### src/rtl/conv_seq_pkg.sv
// Package: shared channel type and mode decoding for the conversion sequencer.
// Assumes four result channels whose order is fixed at channel 1, 2, 3, then AUX.
package conv_seq_pkg;

    localparam int NUM_CH = 4;

    typedef enum logic [1:0] {
        CH_V1  = 2'd0,
        CH_V2  = 2'd1,
        CH_V3  = 2'd2,
        CH_AUX = 2'd3
    } ch_e;

    // Number of slots that a channel-set code asks for.
    function automatic logic [2:0] slots_for_mode(input logic [1:0] m);
        logic [2:0] n;
        n = 3'd2 + {2'b00, m[1]} + {2'b00, m[0]};
        return n;
    endfunction

    // Channel converted in slot s under mode m.
    function automatic ch_e slot_channel(input logic [1:0] m, input logic [1:0] s);
        logic [1:0] idx;
        idx = m[1] ? s : s + 2'd1;
        return ch_e'(idx);
    endfunction

endpackage

### src/rtl/cs_sync_edge.sv
// Module: brings an asynchronous strobe into the clock domain and emits
// a one-cycle pulse on its rising edge.
// Assumes the strobe stays high for longer than one clock period.
module cs_sync_edge #(
    parameter int STAGES = 2
) (
    input  logic clk,
    input  logic rst_n,
    input  logic async_in,
    output logic rise
);
    logic [STAGES-1:0] sync_q;
    logic              last_q;

    // Synchronizer chain, one flop per stage.
    generate
        for (genvar i = 0; i < STAGES; i++) begin : g_stage
            if (i == 0) begin : g_first
                always_ff @(posedge clk) begin
                    if (!rst_n) sync_q[0] <= 1'b0;
                    else        sync_q[0] <= async_in;
                end
            end else begin : g_rest
                always_ff @(posedge clk) begin
                    if (!rst_n) sync_q[i] <= 1'b0;
                    else        sync_q[i] <= sync_q[i-1];
                end
            end
        end
    endgenerate

    // Delayed copy used for edge detection.
    always_ff @(posedge clk) begin
        if (!rst_n) last_q <= 1'b0;
        else        last_q <= sync_q[STAGES-1];
    end

    assign rise = sync_q[STAGES-1] & ~last_q;

endmodule

### src/rtl/cs_sequencer.sv
// Module: slot timer. It starts a sequence, steps through the selected
// channels in slots of SLOT_CYCLES, drives busy, and marks the capture
// and commit points. After the run it blocks new starts for ACQ_CYCLES.
// Assumes SLOT_CYCLES >= 3. A capture falls three cycles before a slot
// ends, so the last result is stored before the commit cycle.
module cs_sequencer
    import conv_seq_pkg::*;
#(
    parameter int SLOT_CYCLES = 40,
    parameter int ACQ_CYCLES  = 20
) (
    input  logic       clk,
    input  logic       rst_n,
    input  logic       rise,
    input  logic [1:0] mode,
    output logic       start,
    output logic       busy_n,
    output logic       slot_done,
    output ch_e        slot_ch,
    output logic       commit
);
    localparam int SW = (SLOT_CYCLES > 1) ? $clog2(SLOT_CYCLES) : 1;
    localparam int HW = $clog2(ACQ_CYCLES + 1) + 1;
    localparam logic [SW-1:0] SLOT_LAST = SW'(SLOT_CYCLES - 1);
    localparam logic [SW-1:0] SLOT_CMT  = SW'(SLOT_CYCLES - 2);
    localparam logic [SW-1:0] SLOT_CAP  = SW'(SLOT_CYCLES - 3);

    logic [SW-1:0] slot_cnt;
    logic [1:0]    slot_idx;
    logic [2:0]    nslots_q;
    logic [1:0]    mode_q;
    logic [HW-1:0] hold_cnt;
    logic          last_slot;
    logic          slot_end;

    // Start only when idle and outside the acquisition window.
    assign start     = rise & busy_n & (hold_cnt == '0);
    assign last_slot = ({1'b0, slot_idx} == nslots_q - 3'd1);
    assign slot_end  = ~busy_n & (slot_cnt == SLOT_LAST);
    assign slot_done = ~busy_n & (slot_cnt == SLOT_CAP);
    assign commit    = ~busy_n & last_slot & (slot_cnt == SLOT_CMT);
    assign slot_ch   = slot_channel(mode_q, slot_idx);

    // Sequence state: busy flag, slot counters, captured mode, holdoff.
    always_ff @(posedge clk) begin
        if (!rst_n) begin
            busy_n   <= 1'b1;
            slot_cnt <= '0;
            slot_idx <= '0;
            nslots_q <= 3'd2;
            mode_q   <= '0;
            hold_cnt <= '0;
        end else if (start) begin
            busy_n   <= 1'b0;
            slot_cnt <= '0;
            slot_idx <= '0;
            mode_q   <= mode;
            nslots_q <= slots_for_mode(mode);
        end else if (!busy_n) begin
            if (slot_end) begin
                slot_cnt <= '0;
                if (last_slot) begin
                    busy_n   <= 1'b1;
                    hold_cnt <= HW'(ACQ_CYCLES);
                end else begin
                    slot_idx <= slot_idx + 2'd1;
                end
            end else begin
                slot_cnt <= slot_cnt + 1'b1;
            end
        end else if (hold_cnt != '0) begin
            hold_cnt <= hold_cnt - 1'b1;
        end
    end

endmodule

### src/rtl/cs_result_bank.sv
// Module: samples every channel code at the start, moves each sample into a
// pending slot when its slot finishes, and copies all finished channels to
// the host-visible registers at once on commit.
// Assumes commit comes after the last slot_done of the same sequence.
module cs_result_bank
    import conv_seq_pkg::*;
#(
    parameter int DATA_W = 11
) (
    input  logic                     clk,
    input  logic                     rst_n,
    input  logic                     start,
    input  logic [1:0]               aux_sel,
    input  logic [DATA_W-1:0]        vin1_code,
    input  logic [DATA_W-1:0]        vin2_code,
    input  logic [DATA_W-1:0]        vin3_code,
    input  logic [4*DATA_W-1:0]      aux_codes,
    input  logic                     slot_done,
    input  ch_e                      slot_ch,
    input  logic                     commit,
    output logic [NUM_CH*DATA_W-1:0] host_regs
);
    logic [DATA_W-1:0] snap    [NUM_CH];
    logic [DATA_W-1:0] pend    [NUM_CH];
    logic [DATA_W-1:0] host_q  [NUM_CH];
    logic [NUM_CH-1:0] done_mask;
    logic [DATA_W-1:0] aux_pick;

    // Auxiliary input chosen by the select lines.
    always_comb begin
        aux_pick = aux_codes[aux_sel*DATA_W +: DATA_W];
    end

    // Sample-and-hold stand-in: freeze all inputs at the start.
    always_ff @(posedge clk) begin
        if (!rst_n) begin
            for (int i = 0; i < NUM_CH; i++) snap[i] <= '0;
        end else if (start) begin
            snap[CH_V1]  <= vin1_code;
            snap[CH_V2]  <= vin2_code;
            snap[CH_V3]  <= vin3_code;
            snap[CH_AUX] <= aux_pick;
        end
    end

    // Per-slot result capture and record of finished channels.
    always_ff @(posedge clk) begin
        if (!rst_n) begin
            done_mask <= '0;
            for (int i = 0; i < NUM_CH; i++) pend[i] <= '0;
        end else if (start) begin
            done_mask <= '0;
        end else if (slot_done) begin
            pend[slot_ch]      <= snap[slot_ch];
            done_mask[slot_ch] <= 1'b1;
        end
    end

    // Host registers, one per channel, updated together on commit.
    generate
        for (genvar c = 0; c < NUM_CH; c++) begin : g_host
            always_ff @(posedge clk) begin
                if (!rst_n)                       host_q[c] <= '0;
                else if (commit && done_mask[c])  host_q[c] <= pend[c];
            end
            assign host_regs[c*DATA_W +: DATA_W] = host_q[c];
        end
    endgenerate

endmodule

### src/rtl/cs_host_port.sv
// Module: read side of the parallel bus. It selects a result register by
// address and places it on the upper bits with bit 0 held low.
// Assumes cs_n and rd_n are synchronous to the host and used as levels.
module cs_host_port
    import conv_seq_pkg::*;
#(
    parameter int DATA_W = 11
) (
    input  logic                     cs_n,
    input  logic                     rd_n,
    input  logic [1:0]               addr,
    input  logic [NUM_CH*DATA_W-1:0] host_regs,
    output logic [DATA_W:0]          rd_data,
    output logic                     rd_en
);
    // Address decode and bus gating.
    always_comb begin
        rd_en   = ~cs_n & ~rd_n;
        rd_data = '0;
        if (rd_en) rd_data = {host_regs[addr*DATA_W +: DATA_W], 1'b0};
    end

endmodule

### src/rtl/conv_seq_top.sv
// Module: top of the conversion sequencer. It connects the strobe
// synchronizer, slot timer, result bank and host read port.
// Assumes mode and aux_sel are steady for two cycles before a start.
module conv_seq_top
    import conv_seq_pkg::*;
#(
    parameter int DATA_W      = 11,
    parameter int SLOT_CYCLES = 40,
    parameter int ACQ_CYCLES  = 20,
    parameter int SYNC_STAGES = 2
) (
    input  logic                 clk,
    input  logic                 rst_n,
    input  logic                 convst,
    input  logic [1:0]           mode,
    input  logic [1:0]           aux_sel,
    input  logic [DATA_W-1:0]    vin1_code,
    input  logic [DATA_W-1:0]    vin2_code,
    input  logic [DATA_W-1:0]    vin3_code,
    input  logic [4*DATA_W-1:0]  aux_codes,
    input  logic                 cs_n,
    input  logic                 rd_n,
    input  logic [1:0]           addr,
    output logic                 busy_n,
    output logic [DATA_W:0]      rd_data,
    output logic                 rd_en
);
    logic                     rise;
    logic                     start;
    logic                     slot_done;
    ch_e                      slot_ch;
    logic                     commit;
    logic [NUM_CH*DATA_W-1:0] host_regs;

    cs_sync_edge #(.STAGES(SYNC_STAGES)) u_sync (
        .clk(clk), .rst_n(rst_n), .async_in(convst), .rise(rise)
    );

    cs_sequencer #(.SLOT_CYCLES(SLOT_CYCLES), .ACQ_CYCLES(ACQ_CYCLES)) u_seq (
        .clk(clk), .rst_n(rst_n), .rise(rise), .mode(mode),
        .start(start), .busy_n(busy_n), .slot_done(slot_done),
        .slot_ch(slot_ch), .commit(commit)
    );

    cs_result_bank #(.DATA_W(DATA_W)) u_bank (
        .clk(clk), .rst_n(rst_n), .start(start), .aux_sel(aux_sel),
        .vin1_code(vin1_code), .vin2_code(vin2_code), .vin3_code(vin3_code),
        .aux_codes(aux_codes), .slot_done(slot_done), .slot_ch(slot_ch),
        .commit(commit), .host_regs(host_regs)
    );

    cs_host_port #(.DATA_W(DATA_W)) u_port (
        .cs_n(cs_n), .rd_n(rd_n), .addr(addr), .host_regs(host_regs),
        .rd_data(rd_data), .rd_en(rd_en)
    );

endmodule

### config.mk
export PLATFORM = sky130hd
export DESIGN_NAME = conv_seq_top
export DESIGN_NICKNAME = d
export VERILOG_FILES = /design/src/rtl/conv_seq_pkg.sv /design/src/rtl/cs_sync_edge.sv /design/src/rtl/cs_sequencer.sv /design/src/rtl/cs_result_bank.sv /design/src/rtl/cs_host_port.sv /design/src/rtl/conv_seq_top.sv
export SDC_FILE = /design/constraint.sdc
export NUM_CORES = 1
export LEC_CHECK = 0
export ABC_AREA = 1
export ABC_CLOCK_PERIOD_IN_PS = 4019
export BUFFER_PORTS_ARGS = -buffer_cell sky130_fd_sc_hd__buf_2
export CORE_MARGIN = 1.5
export CORE_UTILIZATION = 50
export CTS_BUF_LIST = sky130_fd_sc_hd__clkbuf_4 sky130_fd_sc_hd__clkbuf_8
export CTS_CLUSTER_SIZE = 12
export DETAILED_ROUTE_END_ITERATION = 10
export PLACE_DENSITY = 0.77
export SLEW_MARGIN = 10
export SYNTH_ARGS = -nofsm -noshare
export SYNTH_HDL_FRONTEND = slang
export SYNTH_SLANG_ARGS = --single-unit
### constraint.sdc
create_clock -name clk -period 4.02 [get_ports clk]
set_input_delay 0.804 -clock clk [delete_from_list [all_inputs] [get_ports clk]]
set_output_delay 0.804 -clock clk [all_outputs]
set_load 0.005 [all_outputs]
==> out/results.tsv, run 1 <==
stage	metric	value	unit
status	outcome	complete, but fails checks	
status	violations	DRC	
global_route	antenna_found_initial	0	
worst_setup_path	cpPeakStageDelay	0.36	ns
pwr	pwr-share-clk	0.327	
floorplanning	coreArea	14600	sq um
cts	cts-resized-gates	0	
final_layout	syn_to_final_growth	12.9	%
floorplanning	dieArea	15900	sq um
final_layout	drive_gt1_frac	0.163	
synthesis	yosys-top-cells-area	edfxtp_1 (52%), nor2_1 (11%), nand2_1 (9.2%), dfxtp_1 (6.9%), inv_1 (6.5%)	
synthesis	synthesis.area	7550	sq um
global_route	grt_max_degree	58	
cts	clk_pin_slew_worst_paths	0.08	ns
cts	cts_buffer_depth	2	
pwr	switching_share	0.259	
placement	gp_congestion	0.827	
timing	period_needed	2.85	ns
synthesis	synthTopCellsByCount	nor2_1 (217), nand2_1 (186), edfxtp_1 (132)	
route	wl	15.4	mm
worst_setup_path	critical_path_required	3.22	ns
floorplanning	die_w	126	microns
timing	slew_headroom	0.452	
cts	htreeDepth	4	
route	drtIter0Drc	384	
synthesis	yosys_most_used_dff	edfxtp_1	
placement	placed_cell_area	8130	sq um
global_route	grt_overflow	0	
floorplanning	start_util	0.516	
route	avgRoutedWirePerCell	13.3	microns
worst_setup_path	crit_chain	buf_2 > inv_1 > o21ai_0 > a21oi_1 > buf_2	
pwr	ir_drop	0.000192	V
placement	io_buffers	100	
cts	clk-insertion-delay-late	0.45	ns
worst_setup_path	reg2reg_depth	6	
synthesis	avgSynthCellArea	8.68	sq um
synthesis	synthCells	870	
global_route	grt_pass1_vias	5348	
worst_setup_path	critical_path.most_common_cell	buf_2	
global_route	grt_usage	0.207	
synthesis	yosysUniqueCellTypes	29	
pwr	power.switching	0.942	mW
synthesis	synth_area_leader_cell	edfxtp_1	
worst_setup_path	critPathArrivalTime	2.04	ns
pwr	seq_power_share	0.532	
cts	cts_made_buffers	17	
synthesis	synth_fp_nets	965	
final_layout	fin_area	8530	sq um
timing	worstMarginPinSlew	0.819	ns
synthesis	synth-seq-cells	158	
route	routed-via-count	5530	
synthesis	ys_seq_area_frac	0.594	
final_layout	multi_input_comb_area	2360	sq um
cts	cts_setup_buffers	0	
synthesis	synth_edf_count	132	
pwr	pwr_density_cell	426	nW/um^2
worst_hold_path	holdCritPathClass	flip-flop to flip-flop	
floorplanning	rows	44	
worst_hold_path	hold_depth	2	
synthesis	netlist.area_leader.share	0.525	
final_layout	final_cells	1154	
worst_setup_path	crit_type	input pin to output port	
worst_setup_path	cp_slowest_cell	inv_1	
synthesis	yosysMostFrequentCell	nor2_1	
cts	clock_sinks	158	
timing	tns	0	ns
synthesis	synth_warnings	0	
floorplanning	dieHeight	126	microns
timing	rsz0062_at_grt	no	
timing	fmax	351	MHz
worst_setup_path	critPathLaunchType	input pin	
route	antenna_left	0	
floorplanning	io_pins	102	
worst_setup_path	crit_fanout	23	
pwr	combPwrFrac	0.141	
global_route	grt_first_pass_wirelength	25.4	mm
synthesis	synthArstFlopShare	0	
timing	period_share	0.708	
pwr	p_int	2.69	mW
timing	setup-violations-final	0	
final_layout	fin_nets	1052	
final_layout	final_core_util	0.582	
timing	finalClockSkew	0.00846	ns
cts	cts_tree	yes	
final_layout	n_antenna_cell	0	
route	via_per_inst	4.79	
worst_setup_path	endpoint_kind	output port	
route	drcViolationCount	4	
timing	slew_violations	0	
pwr	leakage	3.96	nW
final_layout	fillers	1320	
timing	finalHoldViolations	0	
run	drv_cap	0	
final_layout	register_area	4480	sq um
pwr	power	3.63	mW
placement	dpl.hpwl	11.3	mm
placement	dp.cells	1122	
cts	cts_root_buf	clkbuf_8	
route	drtPass1Iterations	8	
cts	hold_buffers	0	
-- logic make-up (layout without fill, tap and decap cells) --
| group | Yosys count | after routing | share of synthesized area |
|---|---|---|---|
| AOI/OAI and AO/OA | 100 | 100 | 0.0727 |
| other | 1 | 1 | 0.000497 |
| buffers and inverters | 173 | 273 | 0.0943 |
| DFF | 158 | 158 | 0.594 |
| adders and majority gates | 7 | 7 | 0.0116 |
| xor gates and xnor gates | 7 | 7 | 0.00812 |
| and+or+nand+nor | 424 | 424 | 0.219 |
-- worst paths after layout --
| kind | start | end | slack, ns |
|---|---|---|---|
| worst min register to register | u_sync.sync_q[0] | u_sync.sync_q[1] | 0.42 |
| worst min-delay path | u_sync.sync_q[0] | u_sync.sync_q[1] | 0.42 |
| worst max register to register | u_seq.slot_idx[0] | u_bank.pend[2][7] | 1.39 |
| worst max-delay path | addr[0] | rd_data[6] | 1.17 |
-- through the flow --
step	setup WS [ns]	hold slack [ns]
5_1_grt	0.990	0.442
4_1_cts	1.20	0.423
3_3_place_gp	1.27	0.404
6_report	1.17	0.418
2_1_floorplan	1.71	0.390
3_5_place_dp	1.20	0.404
-- area by class of cell --
| class | instances | share of cell area |
|---|---|---|
| Clock buffer | 20 | 0.0301 |
| Timing Repair Buffer | 106 | 0.0640 |
| Clock inverter | 12 | 0.0169 |
| Inverter | 135 | 0.0597 |
| Tap cell | 184 | 0.0270 |
| Multi-Input combinational cell | 539 | 0.277 |
| Sequential cell | 158 | 0.526 |
-- power by group through the flow --
stage | combinational (mW) | clock, mW | sequential [mW]
final | 0.514 | 1.19 | 1.93
after global routing | 0.601 | 1.28 | 1.95
after CTS | 0.519 | 1.21 | 1.93
after detailed placement | 0.517 | 0 | 1.97
after global placement | 0.501 | 0 | 1.97
after floorplan | 0.392 | 0 | 1.95
-- registers in the layout (all words and copies together) (netlist names), 2 cells and up --
signal and cells:
u_bank.pend 44, u_bank.snap 44, u_seq.nslots_q 3, u_seq.hold_cnt 6, u_seq.slot_idx 2, u_seq.slot_cnt 6
u_bank.done_mask 4, u_bank.host_q 44, u_sync.sync_q 2
-- routing by layer --
| layer | track usage | vias up | wire (microns) |
|---|---|---|---|
| met2 | 0.356 | 142 | 7570 |
| met1 | 0.257 | 2482 | 6810 |
| met5 | 0 | - | 0 |
| met4 | 0.0696 | 0 | 232 |
| met3 | 0.0489 | 20 | 745 |
| li1 | - | 2886 | - |
-- cells in the final DEF (no fill, tap or decap), types with 2 or more instances in the layout --
master	synthesis	routed
nor2_1	217	217
nand2_1	186	185
edfxtp_1	132	132
inv_1	130	130
buf_2	15	100
o21ai_0	55	55
a21oi_1	31	31
dfxtp_1	26	26
clkbuf_8	0	17
a21oi_2	11	11
nand3_1	11	11
ha_1	7	7
buf_4	5	6
xor2_1	5	5
inv_2	4	4
nor3_1	4	4
clkinv_1	0	3
clkbuf_4	0	3
bufinv_16	0	3
nor2_4	2	2
xnor2_1	2	2
clkinvlp_4	0	2
clkinv_2	0	2
-- critical path: cells and delay by family --
family / cells / cell delay, ns
buffers and inverters: 3 / 0.85
AOI/OAI and AO/OA: 2 / 0.39
Note: power is estimated with default switching activity, not from simulation.
==> run 2: changes to the inputs <==
--- a/config.mk
+++ b/config.mk
@@ -5,8 +5,8 @@
 export SDC_FILE = /design/constraint.sdc
 export NUM_CORES = 1
 export LEC_CHECK = 0
-export ABC_AREA = 1
-export ABC_CLOCK_PERIOD_IN_PS = 4019
+export ABC_AREA = 0
+export ABC_CLOCK_PERIOD_IN_PS = 2900
 export BUFFER_PORTS_ARGS = -buffer_cell sky130_fd_sc_hd__buf_2
 export CORE_MARGIN = 1.5
 export CORE_UTILIZATION = 50
==> constraint.sdc (replaced) <==
create_clock -name clk -period 2.9 [get_ports clk]
set_input_delay 0.58 -clock clk [delete_from_list [all_inputs] [get_ports clk]]
set_output_delay 0.58 -clock clk [all_outputs]
set_load 0.005 [all_outputs]
==> run 2 against run 1 <==
  * The flow now finishes without violations
  * Sequential cell count unchanged
  * Die area down 0.89%
  * Clock power up 34%
  * Cell count down 24%
  * Combinational power up 27%
  * Worst hold slack worse by 0.073 ns
  * Critical path depth up 1
  * Non-clock buffer count up 9
  * Synthesized area down 0.91%
  * Via count down 17%
  * Largest cell class unchanged
  * Largest power group unchanged
==> out/results.tsv, run 2 <==
stage	metric	value	unit	change
cts	cts_buffer_depth	2		unchanged
cts	cts-resized-gates	0		unchanged
final_layout	largest_registers	u_bank.host_q: 44 flops, u_bank.pend: 44 flops, u_bank.snap: 44 flops		unchanged
route	wl	13.8	mm	was 15.4 mm
worst_setup_path	endpoint_kind	flip-flop		was output port
global_route	grt_pass1_vias	4710		was 5348
cts	cts_setup_buffers	0		unchanged
worst_setup_path	crit_fanout	44		was 23
final_layout	syn_to_final_growth	14.1	%	was 12.9%
synthesis	synth_warnings	0		unchanged
cts	clock_sinks	158		unchanged
final_layout	final_common_cell	edfxtp_1		was nor2_1
route	avgRoutedWirePerCell	15.7	microns	was 13.3 microns
route	antenna_left	0		unchanged
timing	finalHoldViolations	0		unchanged
worst_hold_path	min_to	u_sync.sync_q[0]		was u_sync.sync_q[1]
final_layout	mostFrequentLayoutCells	edfxtp_1 (132), buf_2 (100), inv_1 (67), and2_1 (60), nor2_1 (46)		was nor2_1 (217), nand2_1 (185), edfxtp_1 (132), inv_1 (130), buf_2 (100)
cts	clk-insertion-delay-late	0.45	ns	about the same
cts	htreeDepth	4		unchanged
timing	period_share	0.937		
timing	rsz0062_at_grt	no		unchanged
final_layout	n_antenna_cell	0		unchanged
worst_setup_path	cpPeakStageDelay	0.77	ns	was 0.36 ns
worst_hold_path	hold_start	convst		was u_sync.sync_q[0]
cts	hold_buffers	0		unchanged
route	drtPass1Iterations	7		was 8
worst_setup_path	reg2reg_slack	0.18	ns	was 1.39 ns
floorplanning	dieArea	15700	sq um	was 15900 sq um
pwr	pwr_density_cell	579	nW/um^2	was 426 nW/um^2
timing	setup-violations-final	0		unchanged
synthesis	yosysMostFrequentCell	edfxtp_1		was nor2_1
placement	dpl.hpwl	10.2	mm	was 11.3 mm
worst_setup_path	critPathArrivalTime	2.95	ns	was 2.04 ns
global_route	grt_max_degree	49		was 58
route	drtIter0Drc	264		was 384
placement	pre_cts_ws	0.218	ns	was 1.20 ns
cts	cts_made_buffers	17		unchanged
synthesis	ys_seq_area_frac	0.599		was 0.594
synthesis	yosysUniqueCellTypes	51		was 29
synthesis	netlist.area_leader.share	0.530		was 0.525
timing	fin_ws	0.184	ns	was 1.17 ns
placement	gp_congestion	0.755		was 0.827
timing	tns	0	ns	unchanged
synthesis	synth_fp_nets	677		was 965
route	drcViolationCount	0		was 4
synthesis	synthTopCellsByCount	edfxtp_1 (132), inv_1 (67), and2_1 (60)		was nor2_1 (217), nand2_1 (186), edfxtp_1 (132)
floorplanning	dieHeight	125	microns	was 126 microns
synthesis	avgSynthCellArea	12.9	sq um	was 8.68 sq um
global_route	antenna_found_initial	0		unchanged
timing	fmax	368	MHz	
final_layout	drive_gt1_frac	0.341		was 0.163
synthesis	synth-seq-cells	158		unchanged
final_layout	fin_nets	777		was 1052
synthesis	synth_area_leader_cell	edfxtp_1		unchanged
worst_setup_path	worstReg2RegStart	u_seq.nslots_q[0]		was u_seq.slot_idx[0]
floorplanning	die_w	125	microns	was 126 microns
floorplanning	rows	44		unchanged
floorplanning	coreArea	14600	sq um	about the same
run	drv_cap	0		unchanged
worst_setup_path	crit_chain	inv_1 > ha_1 > xnor2_1 > nor3_4 > nand4_4 > nor3_1		was buf_2 > inv_1 > o21ai_0 > a21oi_1 > buf_2
worst_setup_path	cp_slowest_cell	nand4_4		was inv_1
worst_hold_path	holdCritPathClass	input pin to flip-flop		was flip-flop to flip-flop
route	via_per_inst	5.21		was 4.79
worst_setup_path	critical-path-top-delay-family	simple AND/OR/NAND/NOR gates		was buffers and inverters
floorplanning	io_pins	102		unchanged
placement	io_buffers	100		unchanged
synthesis	synthArstFlopShare	0		unchanged
global_route	grt_overflow	0		unchanged
cts	cts_root_buf	clkbuf_8		unchanged
worst_hold_path	hold_depth	2		unchanged
worst_setup_path	crit_type	flip-flop to flip-flop		was input pin to output port
floorplanning	start_util	0.513		was 0.516
cts	clk_pin_slew_worst_paths	0.07	ns	was 0.08 ns
synthesis	yosys_most_used_dff	edfxtp_1		unchanged
synthesis	synthesis.area	7480	sq um	was 7550 sq um
cts	cts_tree	yes		unchanged
worst_setup_path	path_buf_inv	1		was 3
route	routed-via-count	4576		was 5530
global_route	grt_first_pass_wirelength	23.1	mm	was 25.4 mm
timing	worstMarginPinSlew	0.987	ns	was 0.819 ns
worst_setup_path	reg2reg_depth	6		unchanged
synthesis	yosys-top-cells-area	edfxtp_1 (53%), dfxtp_1 (7.0%), mux4_2 (6.6%), nor3_2 (5.4%), and2_1 (5.0%)		was edfxtp_1 (52%), nor2_1 (11%), nand2_1 (9.2%), dfxtp_1 (6.9%), inv_1 (6.5%)
worst_setup_path	critical_path_required	3.13	ns	was 3.22 ns
global_route	grt_usage	0.187		was 0.207
timing	period_needed	2.72	ns	
pwr	leakage	3.30	nW	was 3.96 nW
synthesis	synthCells	582		was 870
timing	slew_headroom	0.339		was 0.452
worst_setup_path	critPathLaunchType	flip-flop		was input pin
pwr	ir_drop	0.000313	V	was 0.000192 V
worst_setup_path	regToRegEndpoint	u_bank.host_q[2][0]		was u_bank.pend[2][7]
synthesis	synth_edf_count	132		unchanged
status	outcome	finished clean		was complete, but fails checks
timing	slew_violations	0		unchanged
timing	finalClockSkew	0.0132	ns	was 0.00846 ns
run 2: cell count changes in the layout (fill, tap and decap cells not counted), moves of 22 or more:
cell and delta:
a21oi_1 -26, inv_1 -63, and2_1 +60, nor3_2 +40, nand2_1 -165, o21ai_0 -25, mux4_2 +22, nor2_1 -171
run 2: report_power, final:
part           internal, mW  switching (mW)  leakage [nW]  total (mW)
sequential             2.60          0.0831          1.56        2.69
combinational         0.314           0.340          1.54       0.654
clock                 0.863           0.734         0.206        1.60
total                  3.78            1.16          3.30        4.94
run 2: area by class of cell:
type	instances	area (sq um)
clock buffers	25	307
fillers	1155	6050
flip-flops and latches	158	4480
inverters	68	255
clock inverters	7	90.1
well taps	184	230
multi-input cells	322	2560
repair buffers	115	613
run 2: logic make-up (layout without fill, tap and decap cells):
family | Yosys count | in the layout | share of synthesized area
flops | 158 | 158 | 0.599
mux | 34 | 34 | 0.0841
compound gates | 67 | 67 | 0.0592
other cells | 1 | 1 | 0.000501
xor+xnor | 9 | 9 | 0.0105
buf+inv | 102 | 215 | 0.0592
fa+ha+maj | 7 | 7 | 0.0117
simple gates | 204 | 204 | 0.176
run 2: metrics by stage:
stage | hold slack [ns] | cells | power (mW) | util | area [sq um]
2_1_floorplan | 0.412 | 582 | 3.18 | - | 7480
3_3_place_gp | 0.421 | 847 | 3.34 | 0.558 | 8140
3_5_place_dp | 0.428 | 847 | 3.39 | 0.558 | 8140
4_1_cts | 0.318 | 879 | 4.98 | 0.585 | 8540
5_1_grt | 0.331 | 879 | 5.15 | 0.585 | 8540
6_report | 0.345 | 879 | 4.94 | 0.585 | 8540
run 2: layer usage:
layer	global-route usage	up-vias	wire length (microns)
met2	0.314	167	6810
met1	0.240	2143	6150
li1	-	2248	-
met5	0	-	0
met3	0.0377	18	628
met4	0.0715	0	242
run 2: how the worst max path moves through the flow:
| stage | start | to | slack (ns) | cells past startpoint |
|---|---|---|---|---|
| floorplan | rst_n | u_bank.snap[0][0] | 0.15 | 4 |
| global placement | u_seq.nslots_q[0] | u_bank.host_q[2][1] | 0.42 | 6 |
| detailed placement | u_seq.nslots_q[0] | u_bank.host_q[2][0] | 0.22 | 6 |
| CTS | u_seq.nslots_q[0] | u_bank.host_q[2][0] | 0.19 | 6 |
| global route | u_seq.nslots_q[0] | u_bank.host_q[2][0] | 0.03 | 6 |
| finish | u_seq.nslots_q[0] | u_bank.host_q[2][0] | 0.18 | 6 |
run 2: worst register-to-register path: cells and delay by family, from the launching register on:
kind	cells	cell delay, ns
simple gates	3	1.62
flops	1	0.36
fa+ha+maj	1	0.30
xor+xnor	1	0.16
buf+inv	1	0.07
==> run 3: changes to the inputs <==
--- a/config.mk
+++ b/config.mk
@@ -6,14 +6,13 @@
 export NUM_CORES = 1
 export LEC_CHECK = 0
 export ABC_AREA = 0
-export ABC_CLOCK_PERIOD_IN_PS = 2900
 export BUFFER_PORTS_ARGS = -buffer_cell sky130_fd_sc_hd__buf_2
 export CORE_MARGIN = 1.5
-export CORE_UTILIZATION = 50
+export CORE_UTILIZATION = 41
 export CTS_BUF_LIST = sky130_fd_sc_hd__clkbuf_4 sky130_fd_sc_hd__clkbuf_8
 export CTS_CLUSTER_SIZE = 12
 export DETAILED_ROUTE_END_ITERATION = 10
-export PLACE_DENSITY = 0.77
+export PLACE_DENSITY = 0.66
 export SLEW_MARGIN = 10
 export SYNTH_ARGS = -nofsm -noshare
 export SYNTH_HDL_FRONTEND = slang
==> run 3 against run 2 <==
  * Clock-buffer cell count is 8 lower
  * Clock power grew 16%
  * Wire length increased by 3.9%
  * First-iteration DRC count grew 2.3%
  * Combinational power shrank 2%
  * Critical path depth up 1
  * Cell count is 5.3% higher
  * Critical path type unchanged
  * Largest cell class unchanged
==> out/results.tsv, run 3 (synthesis results as in run 2) <==
stage	metric	value	unit	change
pwr	leakage	3.34	nW	was 3.30 nW
pwr	p_int	3.88	mW	was 3.78 mW
route	avgRoutedWirePerCell	15.5	microns	was 15.7 microns
worst_setup_path	reg2reg_depth	7		was 6
final_layout	n_antenna_cell	0		unchanged
pwr	ir_drop	0.000299	V	was 0.000313 V
route	antenna_left	0		unchanged
final_layout	syn_to_final_growth	15.8	%	was 14.1%
global_route	grt_first_pass_wirelength	23.5	mm	was 23.1 mm
pwr	seq_power_share	0.519		was 0.544
worst_setup_path	critical_path_required	3.20	ns	was 3.13 ns
final_layout	fillers	1597		was 1155
final_layout	mostFrequentLayoutCells	edfxtp_1 (132), buf_2 (100), inv_1 (67), and2_1 (60), nor2_1 (46)		unchanged
route	drtPass1Iterations	8		was 7
cts	clk_pin_slew_worst_paths	0.09	ns	was 0.07 ns
route	drcViolationCount	0		unchanged
worst_setup_path	regToRegEndpoint	u_bank.host_q[0][6]		was u_bank.host_q[2][0]
placement	io_buffers	100		unchanged
cts	cts_buffer_depth	2		unchanged
timing	period_needed	2.34	ns	was 2.72 ns
floorplanning	dieArea	19100	sq um	was 15700 sq um
cts	cts_tree	yes		unchanged
floorplanning	die_w	138	microns	was 125 microns
pwr	pwr-share-clk	0.357		was 0.323
cts	cts-resized-gates	0		unchanged
global_route	grt_usage	0.155		was 0.187
pwr	pwr_density_cell	597	nW/um^2	was 579 nW/um^2
final_layout	fin_nets	779		was 777
worst_setup_path	crit_fanout	25		was 44
timing	period_share	0.807		was 0.937
worst_hold_path	min_to	u_sync.sync_q[0]		unchanged
timing	slew_headroom	0.466		was 0.339
timing	slew_violations	0		unchanged
floorplanning	rows	49		was 44
route	drtIter0Drc	270		was 264
placement	placed_cell_area	8210	sq um	was 8140 sq um
worst_setup_path	reg2reg_slack	0.56	ns	was 0.18 ns
floorplanning	dieHeight	138	microns	was 125 microns
route	via_per_inst	4.92		was 5.21
cts	clock_sinks	158		unchanged
pwr	combPwrFrac	0.124		was 0.132
global_route	grt_max_degree	52		was 49
placement	dpl.hpwl	10.6	mm	was 10.2 mm
worst_hold_path	hold_start	convst		unchanged
global_route	grt_pass1_vias	4571		was 4710
global_route	grt_overflow	0		unchanged
final_layout	drive_gt1_frac	0.344		was 0.341
timing	finalClockSkew	0.0130	ns	was 0.0132 ns
worst_hold_path	hold_depth	2		unchanged
timing	setup-violations-final	0		unchanged
final_layout	largest_registers	u_bank.host_q: 44 flops, u_bank.pend: 44 flops, u_bank.snap: 44 flops		unchanged
floorplanning	coreArea	17900	sq um	was 14600 sq um
cts	cts_setup_buffers	0		unchanged
worst_setup_path	critPathArrivalTime	2.64	ns	was 2.95 ns
pwr	switching_share	0.250		was 0.234
cts	clk-insertion-delay-late	0.46	ns	was 0.45 ns
global_route	antenna_found_initial	0		unchanged
pwr	power.switching	1.29	mW	was 1.16 mW
worst_hold_path	holdCritPathClass	input pin to flip-flop		unchanged
cts	htreeDepth	4		unchanged
cts	hold_buffers	0		unchanged
worst_setup_path	endpoint_kind	flip-flop		unchanged
placement	gp_congestion	0.777		was 0.755
final_layout	final_core_util	0.484		was 0.585
timing	finalHoldViolations	0		unchanged
floorplanning	io_pins	102		unchanged
worst_setup_path	critPathLaunchType	flip-flop		unchanged
final_layout	final_common_cell	edfxtp_1		unchanged
final_layout	fin_area	8670	sq um	was 8540 sq um
timing	fmax	427	MHz	was 368 MHz
worst_setup_path	worstReg2RegStart	u_seq.nslots_q[0]		unchanged
worst_setup_path	crit_type	flip-flop to flip-flop		unchanged
timing	worstMarginPinSlew	0.798	ns	was 0.987 ns
timing	tns	0	ns	unchanged
timing	rsz0062_at_grt	no		unchanged
cts	cts_made_buffers	17		unchanged
route	wl	14.4	mm	was 13.8 mm
route	routed-via-count	4559		was 4576
status	outcome	finished clean		unchanged
run	drv_cap	0		unchanged
floorplanning	start_util	0.418		was 0.513
cts	cts_root_buf	clkbuf_8		unchanged
==> run 3: metal layers <==
layer | vias to the layer above | track usage | wire (microns)
met4 | 0 | 0.0659 | 267
met3 | 19 | 0.0326 | 690
li1 | 2256 | - | -
met1 | 2134 | 0.205 | 6550
met5 | - | 0 | 0
met2 | 150 | 0.251 | 6860
==> run 3: area by class of cell <==
class	count	area [sq um]	area share
sequential	158	4480	0.517
tap	229	287	0.0331
clock buffer	17	234	0.0270
timing repair buffer	117	628	0.0725
inverter	68	255	0.0295
multi-input combinational	322	2560	0.295
clock inverter	15	223	0.0257
==> run 3: worst max-delay path, stage by stage, from the launching register on <==
cell and delay, ns:
dfxtp_1 0.35, inv_1 0.07, ha_1 0.30, xnor2_1 0.17, nor3_4 0.29, nand4_4 0.47
buf_4 0.39, nor3_2 0.14
==> run 3: power by group through the flow <==
stage	Combinational (mW)	Sequential, mW	Clock [mW]
floorplan	0.465	2.72	0
global placement	0.618	2.73	0
detailed placement	0.643	2.74	0
CTS	0.647	2.69	1.88
global route	0.713	2.70	1.97
finish	0.641	2.69	1.85
==> run 3: through the flow <==
| step | setup WS (ns) | hold slack [ns] | total power [mW] | std cells |
|---|---|---|---|---|
| floorplan | 0.146 | 0.412 | 3.18 | 582 |
| global placement | 0.609 | 0.418 | 3.35 | 894 |
| detailed placement | 0.545 | 0.427 | 3.38 | 894 |
| CTS | 0.545 | 0.288 | 5.22 | 926 |
| global route | 0.451 | 0.306 | 5.39 | 926 |
| finish | 0.560 | 0.321 | 5.18 | 926 |
==> run 3: how the worst max path moves through the flow <==
| stage | slack, ns | from | end |
|---|---|---|---|
| 2_1_floorplan | 0.15 | rst_n | u_bank.snap[0][0] |
| 3_3_place_gp | 0.61 | addr[0] | rd_data[6] |
| 3_5_place_dp | 0.55 | addr[0] | rd_data[10] |
| 4_1_cts | 0.55 | addr[0] | rd_data[10] |
| 5_1_grt | 0.45 | u_seq.nslots_q[0] | u_bank.host_q[1][3] |
| 6_report | 0.56 | u_seq.nslots_q[0] | u_bank.host_q[0][6] |
